[src/rtl/iarb_pkg.sv]
`timescale 1ns/1ps
package iarb_pkg;
  localparam int NUM_SRC = 10;
  localparam int CODE_W  = 4;
  localparam int VSEL_W  = 3;
  // Source indices; the code of source i is i+1
  localparam int SRC_RX_OK  = 0;
  localparam int SRC_RX_ERR = 1;
  localparam int SRC_RX_TMO = 2;
  localparam int SRC_TX     = 3;
  localparam int SRC_BRK    = 4;
  localparam int SRC_LPBK   = 5;
  localparam int SRC_PIN    = 6;
  localparam int SRC_FLOW   = 7;
  localparam int SRC_CTR    = 8;
  localparam int SRC_ADDR   = 9;

  typedef enum logic [1:0] {LVL_RX, LVL_TX, LVL_SW} lvl_sel_e;

  function automatic lvl_sel_e lvl_sel(input int idx);
    if (idx == SRC_RX_OK || idx == SRC_RX_ERR) return LVL_RX;
    if (idx == SRC_TX) return LVL_TX;
    return LVL_SW;
  endfunction
endpackage

[src/rtl/iarb_bid_form.sv]
`timescale 1ns/1ps
module iarb_bid_form
  import iarb_pkg::*;
#(
  parameter int LVL_W   = 8,
  parameter int CHAN_W  = 2,
  parameter int CHAN_ID = 0,
  localparam int BID_W  = LVL_W + CODE_W + CHAN_W
) (
  input  logic [NUM_SRC-1:0]       act,
  input  logic [LVL_W-1:0]         rx_fill,
  input  logic [LVL_W-1:0]         tx_empty,
  input  logic [NUM_SRC*LVL_W-1:0] sw_weight,
  output logic [NUM_SRC*BID_W-1:0] bids
);
  localparam logic [CHAN_W-1:0] CHAN = CHAN_W'(CHAN_ID);

  for (genvar i = 0; i < NUM_SRC; i++) begin : g_src
    localparam logic [CODE_W-1:0] CODE = CODE_W'(i + 1);
    logic [LVL_W-1:0] lvl;
    if (lvl_sel(i) == LVL_RX) begin : g_rx
      logic unused_sw;
      assign unused_sw = ^sw_weight[i*LVL_W +: LVL_W];
      assign lvl = rx_fill;
    end else if (lvl_sel(i) == LVL_TX) begin : g_tx
      logic unused_sw;
      assign unused_sw = ^sw_weight[i*LVL_W +: LVL_W];
      assign lvl = tx_empty;
    end else begin : g_sw
      assign lvl = sw_weight[i*LVL_W +: LVL_W];
    end
    assign bids[i*BID_W +: BID_W] = act[i] ? {lvl, CODE, CHAN} : '0;
  end
endmodule

[src/rtl/iarb_max.sv]
`timescale 1ns/1ps
module iarb_max #(
  parameter int N = 10,
  parameter int W = 14
) (
  input  logic [N*W-1:0] vals,
  output logic [W-1:0]   best
);
  always_comb begin
    best = '0;
    for (int i = 0; i < N; i++) begin
      if (vals[i*W +: W] > best) best = vals[i*W +: W];
    end
  end
endmodule

[src/rtl/iarb_capture.sv]
`timescale 1ns/1ps
module iarb_capture
  import iarb_pkg::*;
#(
  parameter int BID_W  = 14,
  parameter int CHAN_W = 2,
  parameter int VEC_W  = 8
) (
  input  logic             clk,
  input  logic             rst,
  input  logic [BID_W-1:0] best,
  input  logic [BID_W-1:0] thresh,
  input  logic [VEC_W-1:0] base_vec,
  input  logic             take,
  output logic             irq,
  output logic [BID_W-1:0] cir,
  output logic [VEC_W-1:0] vec
);
  logic unused_base;
  assign unused_base = ^base_vec[VSEL_W-1:0];

  always_ff @(posedge clk) begin
    if (rst) begin
      irq <= 1'b0;
      cir <= '0;
      vec <= '0;
    end else begin
      irq <= (best > thresh);
      if (take) begin
        cir <= best;
        vec <= {base_vec[VEC_W-1:VSEL_W], best[CHAN_W +: VSEL_W]};
      end
    end
  end
endmodule

[src/rtl/bid_irq_arbiter.sv]
`timescale 1ns/1ps
module bid_irq_arbiter
  import iarb_pkg::*;
#(
  parameter int LVL_W   = 8,
  parameter int CHAN_W  = 2,
  parameter int CHAN_ID = 0,
  parameter int VEC_W   = 8
) (
  input  logic                              clk,
  input  logic                              rst,
  input  logic [NUM_SRC-1:0]                src_pend,
  input  logic [NUM_SRC-1:0]                src_en,
  input  logic [LVL_W-1:0]                  rx_fill,
  input  logic [LVL_W-1:0]                  tx_empty,
  input  logic [NUM_SRC*LVL_W-1:0]          sw_weight,
  input  logic [LVL_W+CODE_W+CHAN_W-1:0]    thresh,
  input  logic [VEC_W-1:0]                  base_vec,
  input  logic                              iack,
  input  logic                              upd_cmd,
  output logic                              irq,
  output logic [LVL_W+CODE_W+CHAN_W-1:0]    cir,
  output logic [VEC_W-1:0]                  vec
);
  localparam int BID_W = LVL_W + CODE_W + CHAN_W;

  logic [NUM_SRC-1:0]       act;
  logic [NUM_SRC*BID_W-1:0] bids;
  logic [BID_W-1:0]         best;

  assign act = src_en & src_pend;

  iarb_bid_form #(.LVL_W(LVL_W), .CHAN_W(CHAN_W), .CHAN_ID(CHAN_ID)) u_form (
    .act(act), .rx_fill(rx_fill), .tx_empty(tx_empty),
    .sw_weight(sw_weight), .bids(bids)
  );

  iarb_max #(.N(NUM_SRC), .W(BID_W)) u_max (
    .vals(bids), .best(best)
  );

  iarb_capture #(.BID_W(BID_W), .CHAN_W(CHAN_W), .VEC_W(VEC_W)) u_cap (
    .clk(clk), .rst(rst), .best(best), .thresh(thresh),
    .base_vec(base_vec), .take(iack | upd_cmd),
    .irq(irq), .cir(cir), .vec(vec)
  );
endmodule

[config.mk]
export PLATFORM = sky130hd
export DESIGN_NAME = bid_irq_arbiter
export DESIGN_NICKNAME = d
export VERILOG_FILES = /design/src/rtl/iarb_pkg.sv /design/src/rtl/iarb_bid_form.sv /design/src/rtl/iarb_max.sv /design/src/rtl/iarb_capture.sv /design/src/rtl/bid_irq_arbiter.sv
export SDC_FILE = /design/constraint.sdc
export NUM_CORES = 1
export LEC_CHECK = 0
export BUFFER_PORTS_ARGS = -buffer_cell sky130_fd_sc_hd__buf_4
export CAP_MARGIN = 15
export CORE_MARGIN = 10
export CORE_UTILIZATION = 58
export DETAILED_ROUTE_END_ITERATION = 10
export PLACE_DENSITY = 0.91
export SLEW_MARGIN = 10
export SYNTH_ARGS = -nofsm -noshare
export SYNTH_HDL_FRONTEND = slang
export SYNTH_SLANG_ARGS = --single-unit
[constraint.sdc]
create_clock -name clk -period 54.9 [get_ports clk]
set_input_delay 8.235 -clock clk [delete_from_list [all_inputs] [get_ports clk]]
set_output_delay 8.235 -clock clk [all_outputs]
set_load 0.03 [all_outputs]
==> results.md <==
- Final TNS setup: 0 ns
- Worst hold margin: 0.4585 ns
- Clock transition at path regs: 0.07 ns
- Worst Path Arrival: 29.99 ns
- Post-synth EDFFs: 0
- Most common cell after layout, fill and taps aside: buf_4
- Hold_buf cts: 0
- Post-Synthesis Cells: 740
- CTS Root Cell: clkbuf_8
- Register area share after synthesis: 7.097%
- Die width: 113.6 um
- DIE AREA: 12900 um^2
- RSZ-0062 raised after global routing: no
- Largest net degree at the start of global routing: 20
- Via-to-Cell Ratio: 6.197
- Slowest stage delay, CP: 0.86 ns
- Synth async-reset ratio: 0%
- Clk_lat worst skew: 0.26 ns
- FF-to-FF setup slack: 54.10 ns
- H-tree depth: 1
- Post-synth top area share: 21.93%
- Placed cell count: 960
- Hold worst-path end: u_cap.vec[3]$_SDFFE_PP0P_
- Vias: 5974
- Final hold violation count: 0
- TritonRoute pass-1 iters: 5
- VDD IR max: 0.03160 mV
- Ratio of total power to cell area: 45.98 nW/um^2
- Hold_sp: u_cap.vec[3]$_SDFFE_PP0P_
- Worst-Margin Slew: 1.104 ns
- Most frequent CP cell: a21oi_1
- Port buffer count: 135
- Antenna cells: 0
- Max Cap Viol: 0
- Core area: 8636 um^2
- Slowest CP cell: a21oi_1
- Fill count: 726
- Worst Hold Class: flop to flop
- Initial DRC Count: 442
- Achievable Freq: 33.52 MHz
- GR Util All Layers: 23.64%
- Area Growth Syn to Fin: 21.49%
- Largest cells by area after synthesis: ha_1, a21oi_1, nand2_1, dfxtp_1, and3_1
- Pleak: 3.289 nW
- Layout Nets: 1088
- Non-Filler Instances: 964
- R2r startpoint: u_cap.vec[1]$_SDFFE_PP0P_
- Mean Syn Cell Area: 6.861 um^2
- Synth area leader: ha_1
- Yosys warnings: 0
- Worst hold stages: 2
- Top-Level Pins: 165
- Worst-path maximum fanout: 17
- Syn Std Cell Area: 5077 um^2
- First-pass GRT wire length: 26660 um
- CTS-repair resized insts: 0
- Remaining antenna violation count after routing: 0
- DPL Wire Length: 13790 um
- Most frequent cells in the layout: buf_4, nand2_1, ha_1
- Final setup vio count: 0
- CTS tree: yes
- Status: complete, no violations
- Yosys reg bits: 18
- Reg2Reg Capture Point: u_cap.vec[1]$_SDFFE_PP0P_
- Depth of the most critical reg-to-reg path: 2
- # Post-CTS Setup Buffers: 0
- Share of cells above drive strength 1: 20.79%
- Worst Setup Start Kind: primary input
- Grt total ovfl: 0
- Final WL: 16310 um
- Num CTS Buffers: 3
- Kind of critical path: primary input to flop
- Finished layout cell area: 6168 um^2
- Vias in the first global route: 5944
- Yosys cell types: 72
- Final setup skew: 0 ns
- Min Tclk post-route: 29.83 ns
- CP Capture Type: flop
- Worst endpoint required time: 55.05 ns
- Initial antenna violation count: 0
- Starting Density: 58.79%
- Relative slew slack: 25.46%
- DRC Markers: 0
- Synth Flop Type: dfxtp_1
- Die H: 113.6 um
- Cell Area, Placed: 6113 um^2
- Wirelength per Cell: 16.92 um
- FP Rows: 34
- Max-slew violations: 0
- Clk buf depth: 2
- Num Clock Sinks: 18
- Routability congestion estimate: 0.9001
- Final period util: 54.34%
## logic make-up (layout without fill, tap and decap cells)
family                   after synthesis  count (layout)  synth area share (%)
XOR/XNOR                               2               2                0.3451
buffers and inverters                 78             193                 6.358
multiplexers                          19              19                 4.263
flip-flops                            18              18                 7.097
AO/OA/AOI/OAI                        214             214                 28.07
adder cells (fa/ha/maj)               90              90                 22.13
AND/OR/NAND/NOR                      318             318                 31.67
other                                  1               2               0.07386
## final cells by class
class,instances,area (um^2),share of cell area (%)
repair buffers,136,1021,16.55
multi-input cells,645,4398,71.30
clock buffers,4,55.05,0.8925
flip-flops and latches,18,360.3,5.842
well taps,108,135.1,2.191
inverters,53,198.9,3.225
## metrics by stage
stage	power, mW	setup WS, ns	utilization (%)
finish	0.2837	25.07	71.43
detailed placement	0.2656	25.43	70.79
global placement	0.2547	26.06	70.79
floorplan	0.2087	28.49	-
CTS	0.2783	25.62	71.43
global route	0.3133	23.03	71.43
## cells in the mapped netlist (all sizes together) (3+ instances only)
master   instances
nor4             7
ha              89
nor2            59
or2             12
mux2            15
o31ai            3
a311o            3
o21ai           30
nand2          100
o211ai           4
dfxtp           18
nand2b           7
a21o            20
inv             53
o21a             8
a211o            4
a2111oi          3
and2             7
nor2b            8
nand3           14
o31a             8
a211oi          15
a31oi            5
buf              9
a21oi           88
mux2i            4
a21boi           3
nand4b           3
and4             6
or3              7
nand4            9
clkbuf          16
and3            56
nor3            18
## state kept, by name, indices dropped and copies added (netlist names)
register   cells
u_cap.cir      9
u_cap.vec      8
u_cap.irq      1
## worst max path at each step
stage / slack [ns] / cells after the start / endpoint / start
finish: 25.07 / 94 / u_cap.irq$_SDFF_PP0_ / src_en[0]
global route: 23.03 / 94 / u_cap.irq$_SDFF_PP0_ / src_en[0]
CTS: 25.62 / 93 / u_cap.irq$_SDFF_PP0_ / src_en[0]
detailed placement: 25.43 / 93 / u_cap.irq$_SDFF_PP0_ / src_en[0]
global placement: 26.06 / 94 / u_cap.irq$_SDFF_PP0_ / src_en[0]
floorplan: 28.49 / 101 / u_cap.irq$_SDFF_PP0_ / src_en[0]
## critical path, delay by kind of cell
kind            cells  cell delay (ns)
compound gates     43            11.52
simple gates       37             6.08
fa+ha+maj          10             3.26
mux                 1             0.45
buf+inv             3             0.41
## where the power goes
group / switching [mW] / internal [mW] / total [mW]
combinational: 0.153 / 0.100 / 0.253
sequential: 0.00262 / 0.0170 / 0.0196
clock: 0.00491 / 0.00640 / 0.0113
## metal layers
metal	vias to the layer above	GRT usage (%)	part of all wire, %
met1	2763	28.44	43
met2	229	42.38	50
met5	-	0	0
li1	2944	-	-
met3	38	2.940	5.4
met4	0	7.360	2.2
Note: power is estimated with default switching activity, not from simulation.
